## config.mk

```make
export PLATFORM = sky130hd
export DESIGN_NAME = phy_hs_master
export DESIGN_NICKNAME = d
export VERILOG_FILES = /design/src/rtl/phy_hs_pkg.sv /design/src/rtl/phy_hs_dp.sv /design/src/rtl/phy_hs_ctrl.sv /design/src/rtl/phy_hs_master.sv
export SDC_FILE = /design/constraint.sdc
export NUM_CORES = 1
export LEC_CHECK = 0
export CORE_UTILIZATION = 53
export DETAILED_ROUTE_END_ITERATION = 8
export HOLD_SLACK_MARGIN = 0.05
export MAX_ROUTING_LAYER = met4
export PLACE_DENSITY = 0.83
export SETUP_SLACK_MARGIN = 0.15
export SLEW_MARGIN = 20
export SYNTH_ARGS = -nofsm -noshare
export SYNTH_HDL_FRONTEND = slang
export SYNTH_SLANG_ARGS = --single-unit
```

## constraint.sdc

```tcl
create_clock -name clk -period 6.96 [get_ports clk]
set_input_delay 0.696 -clock clk [delete_from_list [all_inputs] [get_ports clk]]
set_output_delay 0.696 -clock clk [all_outputs]
set_load 0.01 [all_outputs]
```

## src/rtl/phy_hs_pkg.sv

```systemverilog
package phy_hs_pkg;

  localparam logic [1:0] OP_READ  = 2'b00;
  localparam logic [1:0] OP_WRITE = 2'b01;
  localparam logic [1:0] OP_RMW   = 2'b10;

  // request bit offsets above the payload field
  localparam int REQ_CAP_ADDR = 0;
  localparam int REQ_CAP_DATA = 1;
  localparam int REQ_WRITE    = 2;
  localparam int REQ_READ     = 3;
  localparam int REQ_BITS     = 4;

  typedef enum logic [2:0] {
    SEL_KEEP,
    SEL_ADDR,
    SEL_ADDR_CAP,
    SEL_DATA,
    SEL_DATA_CAP,
    SEL_WR,
    SEL_RD,
    SEL_ZERO
  } ctrlSel_e;

  typedef enum logic [2:0] {
    S_IDLE,
    S_SETUP,
    S_ASSERT,
    S_WAITH,
    S_RELEASE,
    S_WAITL
  } state_e;

  typedef enum logic [1:0] {
    PH_ADDR,
    PH_DATA,
    PH_WSTB,
    PH_RSTB
  } phase_e;

  typedef struct packed {
    logic     loadCmd;
    ctrlSel_e sel;
    logic     latchRd;
    logic     mergeRmw;
    logic     finish;
    logic     abort;
  } dpCmd_t;

endpackage

```

## src/rtl/phy_hs_dp.sv

```systemverilog
module phy_hs_dp
  import phy_hs_pkg::*;
#(
  parameter int DATA_W = 16
) (
  input  logic                         clk,
  input  logic                         rstN,
  input  dpCmd_t                       dpCmd,
  input  logic [DATA_W-1:0]            cmdAddr,
  input  logic [DATA_W-1:0]            cmdWdata,
  input  logic [DATA_W-1:0]            cmdMask,
  input  logic [DATA_W:0]              phyStat,
  output logic [DATA_W+REQ_BITS-1:0]   phyCtrl,
  output logic [DATA_W-1:0]            rdData,
  output logic                         done,
  output logic                         err
);
  localparam int CTRL_W = DATA_W + REQ_BITS;

  logic [DATA_W-1:0] addrQ, wdataQ, maskQ, rdQ;
  logic [CTRL_W-1:0] ctrlQ, ctrlN;
  logic              doneQ, errQ;

  function automatic logic [CTRL_W-1:0] reqWord(input int bitIdx, input logic [DATA_W-1:0] pay);
    logic [REQ_BITS-1:0] r;
    r = '0;
    r[bitIdx] = 1'b1;
    return {r, pay};
  endfunction

  always_comb begin
    unique case (dpCmd.sel)
      SEL_KEEP:     ctrlN = ctrlQ;
      SEL_ADDR:     ctrlN = {{REQ_BITS{1'b0}}, (dpCmd.loadCmd ? cmdAddr : addrQ)};
      SEL_ADDR_CAP: ctrlN = reqWord(REQ_CAP_ADDR, addrQ);
      SEL_DATA:     ctrlN = {{REQ_BITS{1'b0}}, wdataQ};
      SEL_DATA_CAP: ctrlN = reqWord(REQ_CAP_DATA, wdataQ);
      SEL_WR:       ctrlN = reqWord(REQ_WRITE, '0);
      SEL_RD:       ctrlN = reqWord(REQ_READ, '0);
      default:      ctrlN = '0;
    endcase
  end

  always_ff @(posedge clk) begin
    if (!rstN) begin
      addrQ  <= '0;
      wdataQ <= '0;
      maskQ  <= '0;
      rdQ    <= '0;
      ctrlQ  <= '0;
      doneQ  <= 1'b0;
      errQ   <= 1'b0;
    end else begin
      ctrlQ <= ctrlN;
      if (dpCmd.loadCmd) begin
        addrQ  <= cmdAddr;
        wdataQ <= cmdWdata;
        maskQ  <= cmdMask;
      end else if (dpCmd.mergeRmw) begin
        wdataQ <= (rdQ & ~maskQ) | wdataQ;
      end
      if (dpCmd.latchRd) rdQ <= phyStat[DATA_W-1:0];
      doneQ <= dpCmd.finish | dpCmd.abort;
      errQ  <= dpCmd.abort;
    end
  end

  assign phyCtrl = ctrlQ;
  assign rdData  = rdQ;
  assign done    = doneQ;
  assign err     = errQ;

  p_one_request_r2: assert property (@(posedge clk) disable iff (!rstN)
    $onehot0(ctrlQ[CTRL_W-1:DATA_W]))
    else $error("more than one request bit high");

  p_err_with_done_r9: assert property (@(posedge clk) disable iff (!rstN)
    errQ |-> doneQ)
    else $error("err without done");

  p_zero_at_done_r8: assert property (@(posedge clk) disable iff (!rstN)
    doneQ |-> (ctrlQ == '0))
    else $error("control word not zero at done");

  p_done_pulse_r9: assert property (@(posedge clk) disable iff (!rstN)
    doneQ |=> !doneQ)
    else $error("done longer than one cycle");

endmodule

```

## src/rtl/phy_hs_ctrl.sv

```systemverilog
module phy_hs_ctrl
  import phy_hs_pkg::*;
#(
  parameter int MAX_POLLS   = 10,
  parameter int WAIT_CYCLES = 1
) (
  input  logic       clk,
  input  logic       rstN,
  input  logic       cmdValid,
  input  logic [1:0] cmdOp,
  input  logic       ackIn,
  output logic       cmdReady,
  output dpCmd_t     dpCmd
);
  localparam int POLL_W = $clog2(MAX_POLLS + 1);
  localparam int WAIT_W = $clog2(WAIT_CYCLES + 1);

  state_e             state, stateN;
  phase_e             phase, phaseN;
  logic               doRead, doReadN, doWrite, doWriteN;
  logic [POLL_W-1:0]  pollCnt;
  logic [WAIT_W-1:0]  waitCnt;
  logic               inWait, sampleNow, ackOk, lastPoll, reload;

  assign inWait    = (state == S_WAITH) || (state == S_WAITL);
  assign sampleNow = inWait && (waitCnt == '0);
  assign ackOk     = (state == S_WAITH) ? ackIn : !ackIn;
  assign lastPoll  = (pollCnt == POLL_W'(MAX_POLLS - 1));
  assign reload    = (state == S_ASSERT) || (state == S_RELEASE);
  assign cmdReady  = (state == S_IDLE);

  always_comb begin
    stateN   = state;
    phaseN   = phase;
    doReadN  = doRead;
    doWriteN = doWrite;
    dpCmd    = '0;
    unique case (state)
      S_IDLE: begin
        if (cmdValid) begin
          dpCmd.loadCmd = 1'b1;
          dpCmd.sel     = SEL_ADDR;
          phaseN        = PH_ADDR;
          doReadN       = (cmdOp != OP_WRITE);
          doWriteN      = (cmdOp == OP_WRITE) || (cmdOp == OP_RMW);
          stateN        = S_ASSERT;
        end
      end
      S_SETUP: begin
        dpCmd.sel = (phase == PH_DATA) ? SEL_DATA : SEL_ADDR;
        stateN    = S_ASSERT;
      end
      S_ASSERT: begin
        unique case (phase)
          PH_ADDR: dpCmd.sel = SEL_ADDR_CAP;
          PH_DATA: dpCmd.sel = SEL_DATA_CAP;
          PH_WSTB: dpCmd.sel = SEL_WR;
          default: dpCmd.sel = SEL_RD;
        endcase
        stateN = S_WAITH;
      end
      S_RELEASE: begin
        unique case (phase)
          PH_ADDR: dpCmd.sel = SEL_ADDR;
          PH_RSTB: begin
            dpCmd.sel     = SEL_ZERO;
            dpCmd.latchRd = 1'b1;
          end
          default: dpCmd.sel = SEL_DATA;
        endcase
        stateN = S_WAITL;
      end
      S_WAITH, S_WAITL: begin
        if (sampleNow) begin
          if (ackOk) begin
            if (state == S_WAITH) begin
              stateN = S_RELEASE;
            end else begin
              unique case (phase)
                PH_ADDR: begin
                  phaseN = doRead ? PH_RSTB : PH_DATA;
                  stateN = doRead ? S_ASSERT : S_SETUP;
                end
                PH_DATA: begin
                  phaseN = PH_WSTB;
                  stateN = S_ASSERT;
                end
                PH_RSTB: begin
                  if (doWrite) begin
                    dpCmd.mergeRmw = 1'b1;
                    doReadN        = 1'b0;
                    phaseN         = PH_ADDR;
                    stateN         = S_SETUP;
                  end else begin
                    dpCmd.sel    = SEL_ZERO;
                    dpCmd.finish = 1'b1;
                    stateN       = S_IDLE;
                  end
                end
                default: begin
                  dpCmd.sel    = SEL_ZERO;
                  dpCmd.finish = 1'b1;
                  stateN       = S_IDLE;
                end
              endcase
            end
          end else if (lastPoll) begin
            dpCmd.sel   = SEL_ZERO;
            dpCmd.abort = 1'b1;
            stateN      = S_IDLE;
          end
        end
      end
      default: stateN = S_IDLE;
    endcase
  end

  always_ff @(posedge clk) begin
    if (!rstN) begin
      state   <= S_IDLE;
      phase   <= PH_ADDR;
      doRead  <= 1'b0;
      doWrite <= 1'b0;
      pollCnt <= '0;
      waitCnt <= '0;
    end else begin
      state   <= stateN;
      phase   <= phaseN;
      doRead  <= doReadN;
      doWrite <= doWriteN;
      if (reload) begin
        pollCnt <= '0;
        waitCnt <= WAIT_W'(WAIT_CYCLES - 1);
      end else if (inWait) begin
        if (waitCnt != '0) begin
          waitCnt <= waitCnt - 1'b1;
        end else if (!lastPoll) begin
          pollCnt <= pollCnt + 1'b1;
          waitCnt <= WAIT_W'(WAIT_CYCLES - 1);
        end
      end
    end
  end

  p_poll_bound_r7: assert property (@(posedge clk) disable iff (!rstN)
    inWait |-> (pollCnt < POLL_W'(MAX_POLLS)))
    else $error("poll count beyond limit");

  p_busy_ignore_r10: assert property (@(posedge clk) disable iff (!rstN)
    (state != S_IDLE) |=> $stable(doWrite))
    else $error("operation changed while busy");

  p_wait_exit_r7: assert property (@(posedge clk) disable iff (!rstN)
    (inWait && !sampleNow) |=> (state == $past(state)))
    else $error("wait left between samples");

endmodule

```

## src/rtl/phy_hs_master.sv

```systemverilog
module phy_hs_master
  import phy_hs_pkg::*;
#(
  parameter int DATA_W      = 16,
  parameter int MAX_POLLS   = 10,
  parameter int WAIT_CYCLES = 1
) (
  input  logic                       clk,
  input  logic                       rstN,
  input  logic                       cmdValid,
  input  logic [1:0]                 cmdOp,
  input  logic [DATA_W-1:0]          cmdAddr,
  input  logic [DATA_W-1:0]          cmdWdata,
  input  logic [DATA_W-1:0]          cmdMask,
  output logic                       cmdReady,
  output logic [DATA_W-1:0]          rdData,
  output logic                       done,
  output logic                       err,
  output logic [DATA_W+REQ_BITS-1:0] phyCtrl,
  input  logic [DATA_W:0]            phyStat
);
  dpCmd_t dpCmd;

  phy_hs_ctrl #(
    .MAX_POLLS  (MAX_POLLS),
    .WAIT_CYCLES(WAIT_CYCLES)
  ) u_ctrl (
    .clk     (clk),
    .rstN    (rstN),
    .cmdValid(cmdValid),
    .cmdOp   (cmdOp),
    .ackIn   (phyStat[DATA_W]),
    .cmdReady(cmdReady),
    .dpCmd   (dpCmd)
  );

  phy_hs_dp #(
    .DATA_W(DATA_W)
  ) u_dp (
    .clk     (clk),
    .rstN    (rstN),
    .dpCmd   (dpCmd),
    .cmdAddr (cmdAddr),
    .cmdWdata(cmdWdata),
    .cmdMask (cmdMask),
    .phyStat (phyStat),
    .phyCtrl (phyCtrl),
    .rdData  (rdData),
    .done    (done),
    .err     (err)
  );

endmodule

```

Word-level counts from Yosys, hierarchy flattened
Index checks and enable logic that the tools add are counted.
{"block": "op_classes", "add_sub_neg": 2, "eq_ne": 27, "n_mux": 54, "n_bitwise": 7, "reduce_logical": 18}
{"operator": "20-bit one-hot mux with 7 select lines", "count": 1}
{"operator": "16-bit two-way mux", "count": 3}
{"operator": "3-bit two-way mux", "count": 12}
{"operator": "3-bit one-hot mux with 5 select lines", "count": 2}
{"operator": "2-bit two-way mux", "count": 10}
{"operator": "3-bit one-hot mux with 3 select lines", "count": 2}
{"operator": "1-bit two-way mux", "count": 17}
{"operator": "16-bit bitwise AND", "count": 1}
{"operator": "16-bit NOT", "count": 1}
{"operator": "16-bit OR", "count": 1}
{"operator": "3-bit == test (second input constant)", "count": 5}
{"operator": "7-bit AND reduction", "count": 2}
{"operator": "3-bit by 2-bit == test with 1-bit output (second input constant)", "count": 4}
{"operator": "3-bit one-hot mux with 2 select lines", "count": 2}
{"operator": "2-bit by 1-bit inequality test with 1-bit output (second input constant)", "count": 4}
{"operator": "2-bit == test (second input constant)", "count": 3}
{"operator": "3-bit by 1-bit == test with 1-bit output (second input constant)", "count": 2}
{"operator": "3-bit zero test", "count": 2}
{"operator": "2-bit inequality test (second input constant)", "count": 3}
{"operator": "2-bit one-hot mux with 3 select lines", "count": 1}
{"operator": "3-bit AND reduction", "count": 2}
{"operator": "2-bit OR reduction", "count": 3}
{"operator": "4-bit by 1-bit adder with 4-bit output (second input constant)", "count": 1}
{"operator": "2-bit by 1-bit == test with 1-bit output (second input constant)", "count": 2}
{"operator": "other kinds (16)", "count": 22}
{"block": "totals", "ff_bits": 98, "in_bits": 70, "output_inout_bits": 39, "elab_cells": 121}

Longest topological paths before layout
{"block": "logic_depth", "word_depth": 9, "mapped_depth": 11, "mapped_depth_nobuf": 8}

Cells and area by module
Synthesis repeated with hierarchy kept, for this count alone.
{"block": "unflattened", "cells_unflattened": 512, "area_unflattened_um2": 4702.0}
{"mod": "phy_hs_dp", "instances": 1, "cells_per_inst": 391, "area_each_um2": 3724.8}
{"mod": "phy_hs_ctrl", "instances": 1, "cells_per_inst": 121, "area_each_um2": 977.2}

Worst setup path after synthesis
Ideal clock, no wire load.
{"block": "synth_path", "path_kind": "register to register", "startpoint": "register u_ctrl.state[0]", "endpoint": "register u_ctrl.doRead", "setup_ns": 0.128, "arrival_time_ns": 2.221, "required_time_ns": 6.832, "slack_ns": 4.612, "stages_incl_launch_ff": 12, "path_buffers": 3, "synth_period_minus_slack_ns": 2.348, "cell_sequence": "dfxtp_1 > buf_2 > buf_2 > nand2_1 > nor2_1 > ha_1 > nand4bb_1 > nor2_1 > clkbuf_1 > nor2_1 > a21oi_1 > nor2_1"}
{"block": "synth_via", "elab_chain_cells": 5, "word_cells_on_any_way": 16}
{"element": "from (decl)", "line": "phy_hs_ctrl.sv:18", "text": "state_e state, stateN;"}
{"element": "from (signal assigned)", "line": "phy_hs_ctrl.sv:127", "text": "state <= stateN;"}
{"element": "3-bit by 2-bit == test with 1-bit output / 3-bit == test (equally long branches)"}
{"element": "1-bit logical OR", "line": "phy_hs_ctrl.sv:25", "text": "assign inWait = (state == S_WAITH) || (state == S_WAITL);"}
{"element": "1-bit logical AND", "line": "phy_hs_ctrl.sv:26", "text": "assign sampleNow = inWait && (waitCnt == '0);"}
{"element": "2-bit by 1-bit inequality test with 1-bit output (no source line)"}
{"element": "7-bit AND reduction (no source line)"}
{"element": "to (signal assigned)", "line": "phy_hs_ctrl.sv:129", "text": "doRead <= doReadN;"}
{"element": "to (decl)", "line": "phy_hs_ctrl.sv:20", "text": "logic doRead, doReadN, doWrite, doWriteN;"}
Several ways; a longest one is shown, not always the timed one.
A chain may end at the register's enable or synchronous reset.

Worst setup path in the final report
{"block": "layout_path", "startpoint": "register u_ctrl.state[1]", "endpoint": "register u_dp.wdataQ[8]"}
{"block": "layout_via", "elab_chain_cells": 6, "word_cells_on_any_way": 14}
{"element": "3-bit by 2-bit == test with 1-bit output / 3-bit == test (equally long branches)"}
{"element": "2-bit two-way mux, or another cell as far along", "line": "phy_hs_ctrl.sv:76", "text": "if (state == S_WAITH) begin"}
{"element": "2-bit two-way mux / 1-bit logical AND (equally long branches)", "line": "phy_hs_ctrl.sv:75, phy_hs_ctrl.sv:26"}
{"element": "3-bit two-way mux", "line": "phy_hs_ctrl.sv:74", "text": "if (sampleNow) begin"}
{"element": "3-bit two-way mux", "line": "phy_hs_ctrl.sv:38", "text": "unique case (state)"}
{"element": "2-bit nonzero test (no source line)"}
{"element": "to (signal assigned)", "line": "phy_hs_dp.sv:57", "text": "wdataQ <= cmdWdata;"}
{"element": "to (signal assigned)", "line": "phy_hs_dp.sv:60", "text": "wdataQ <= (rdQ & ~maskQ) | wdataQ;"}
{"element": "to (decl)", "line": "phy_hs_dp.sv:20", "text": "logic [DATA_W-1:0] addrQ, wdataQ, maskQ, rdQ;"}
Several ways; a longest one is shown, not always the timed one.

==> results_dict.tcl <==
set metrics [dict create \
    rsz0062_at_grt "false" \
    synth_top_area_share_pct 45.3 \
    hold_slack_ns 0.464 \
    place_inst 697 \
    ys.warnings.count 0 \
    rows 32 \
    cts_hold_buf 0 \
    setup_tns_ns 0 \
    timing.rr.end "u_dp.wdataQ[8]" \
    n_antenna_cell 0 \
    clkTransAtPathRegs_ns 0.09 \
    cts_tree "built" \
    slowest_stage "nor2_1" \
    netlist-cell-type-count 49 \
    cpLargestDelayFamily "simple AND/OR/NAND/NOR gates" \
    drtIter0Drc 313 \
    gp_congestion 0.906 \
    synth_seq_cells 97 \
    dpl_cell_area_mm2 0.00531 \
    fin_crit_ns 2.94 \
    clock_path_buffers 2 \
    hold_start "u_dp.maskQ[14]" \
    worstPathCellList "nand2_1 -> nor2_1 -> ha_1 -> nand4bb_1 -> nor2_1 -> a31oi_1 -> a21oi_1" \
    finalSetupViolations 0 \
    critical_path_buf_inv_count 0 \
    synth_edf_count 0 \
    design_area_mm2 0.00553 \
    drt-wirelength-per-cell_um 15.8 \
    io_pins 109 \
    post_cts_buffers 0 \
    nets 686 \
    overflow 0 \
    reg2reg_depth 7 \
    start_kind "register" \
    groute.usage.overall_pct 27.4 \
    clk_latency_ns 0.37 \
    grt_first_pass_wirelength_mm 18.0 \
    synth.net_count 607 \
    cts.htree.levels 3 \
    status "completed" \
    irDropWorstVdd_mv 0.139 \
    power.leakage_nw 1.90 \
    hpwl_mm 7.67 \
    rr_startpoint "u_ctrl.state[1]" \
    cts_made_buffers 9 \
    critPathRequiredTime_ns 7.26 \
    min_to "u_dp.maskQ[14]" \
    synth_cells 527 \
    rrSetupSlack_ns 4.02 \
    cpMostUsedCell "nor2_1" \
    die_w_um 91.9 \
    layout_common_cells "clkdlybuf4s50_1 (108), nand2_1 (106), dfxtp_1 (97)" \
    cp-end-kind "register" \
    drive_above_1_share_pct 4.10 \
    die_h_um 91.9 \
    synth_area_leaders "dfxtp_1 (45%), a21oi_1 (10%), nand2_1 (9.4%), o21ai_0 (4.6%), a22o_1 (3.3%)" \
    powerDensity_mw_per_mm2 240 \
    drc 0 \
    worstHoldPathCells 2 \
    synth-main-ff-cell "dfxtp_1" \
    cts_root_buf "clkbuf_8" \
    cts.sinks 97 \
    die_area_mm2 0.00845 \
    postCtsResizedCells 0 \
    num_vias 4122 \
    drtAntennaViolNets 0 \
    async_flop_share_pct 0 \
    relSlewSlack_pct 27.7 \
    viasPerCell 5.79 \
    totalPowerFinal_w 0.00133 \
    crit_type "reg -> reg" \
    first_pass_iters 5 \
    cp.depth 7 \
    multi_input_area_mm2 0.00207 \
    ff_latch_area_mm2 0.00194 \
    synth_area_mm2 0.00429 \
    drv_slew 0 \
    antenna_found_initial 0 \
    cp_data_arrival_time_ns 3.24 \
    syn_area_per_cell_um2 8.14 \
    core_mm2 0.00777 \
    synthToLayoutAreaGrowth_pct 29.0 \
    min_period_over_period_pct 42.3 \
    max_freq_mhz 340 \
    cap_violations 0 \
    hp-class "reg -> reg" \
    start_util_pct 55.2 \
    cpPeakStageDelay_ns 0.87 \
    n_fill_cell 630 \
    fin_cells 712 \
    seq_area_frac_synth_pct 45.3 \
    cp_max_fo 22 \
    yosysTopAreaCell "dfxtp_1" \
    routed_wl_mm 11.3 \
    skew_ns 0.0119 \
    worstMarginPinSlew_ns 1.08 \
    final_common_cell "clkdlybuf4s50_1" \
    grt_max_degree 66 \
    grt_pass1_vias 3728 \
    hold_viol_final 0 \
    port_buffers 108 \
]
## power by group
part	switching, W	total, W	internal [W]
sequential	0.0000394	0.000641	0.000602
combinational	0.000152	0.000284	0.000132
clock	0.000198	0.000400	0.000202
total	0.000390	0.00133	0.000935
## worst min-delay path, stage by stage, from the launching register on
cell and delay (ns):
dfxtp_1 0.32, nand2_1 0.05, a21oi_1 0.05
## worst max-delay path by stage
stage                     from              end  slack, ns
3_3_place_gp       phyStat[16]    u_ctrl.doRead       3.93
5_1_grt        u_ctrl.state[1]  u_dp.wdataQ[10]       3.73
4_1_cts        u_ctrl.state[1]   u_dp.wdataQ[8]       4.01
6_report       u_ctrl.state[1]   u_dp.wdataQ[8]       4.02
3_5_place_dp       phyStat[16]   u_dp.wdataQ[2]       3.89
2_1_floorplan  u_ctrl.state[0]    u_ctrl.doRead       4.61
## metal layers
metal / track usage [%] / part of all wire, % / vias up
met3: 3.90 / 6.6 / 18
met2: 43.8 / 48 / 169
met4: 9.64 / 1.6 / 0
met5: - / 0 / -
met1: 35.6 / 44 / 1930
li1: - / - / 2005
## synth_stat cells, types with 2 or more instances
cell / instances
a21oi_1: 87
nand2_1: 107
ha_1: 10
clkbuf_1: 18
nand3b_1: 2
and3b_1: 2
and2_1: 2
xor2_1: 2
inv_1: 23
a31oi_1: 16
dfxtp_1: 97
nand4bb_1: 3
mux2i_1: 2
nor2b_1: 3
a211oi_1: 4
nor3_1: 7
a22o_1: 16
o31ai_1: 2
a32oi_1: 16
o21ai_0: 39
and3_1: 2
buf_2: 18
nor2_1: 21
buf_6: 2
xnor2_1: 2
## per-stage QoR
stage | utilization [%] | worst slack (ns)
after floorplan | - | 4.61
after global placement | 68.4 | 3.93
after detailed placement | 68.4 | 3.89
after CTS | 71.2 | 4.01
after global routing | 71.2 | 3.73
final | 71.2 | 4.02
## final cells by class
cell class | count | share of cell area (%)
sequential | 97 | 35.1
inverter | 24 | 1.63
timing repair buffer | 109 | 19.7
multi-input combinational | 365 | 37.4
clock inverter | 6 | 1.67
tap | 102 | 2.31
clock buffer | 9 | 2.24
## state kept, by name, indices dropped and copies added, names as in the netlist, 2 cells and up
| signal | count |
|---|---|
| u_ctrl.phase | 2 |
| u_ctrl.pollCnt | 4 |
| u_ctrl.state | 3 |
| u_dp.addrQ | 16 |
| u_dp.maskQ | 16 |
| u_dp.phyCtrl | 20 |
| u_dp.rdData | 16 |
| u_dp.wdataQ | 16 |
## cell families (layout without fill, tap and decap cells)
kind of cell | Yosys count | after routing | synth area share [%]
XOR/XNOR | 4 | 4 | 0.817
AO/OA/AOI/OAI | 189 | 189 | 26.6
adder cells (fa/ha/maj) | 10 | 10 | 2.92
multiplexers | 3 | 3 | 0.992
buffers and inverters | 65 | 148 | 6.68
flip-flops | 97 | 97 | 45.3
AND/OR/NAND/NOR | 159 | 159 | 16.7
Note: power is estimated with default switching activity, not from simulation.
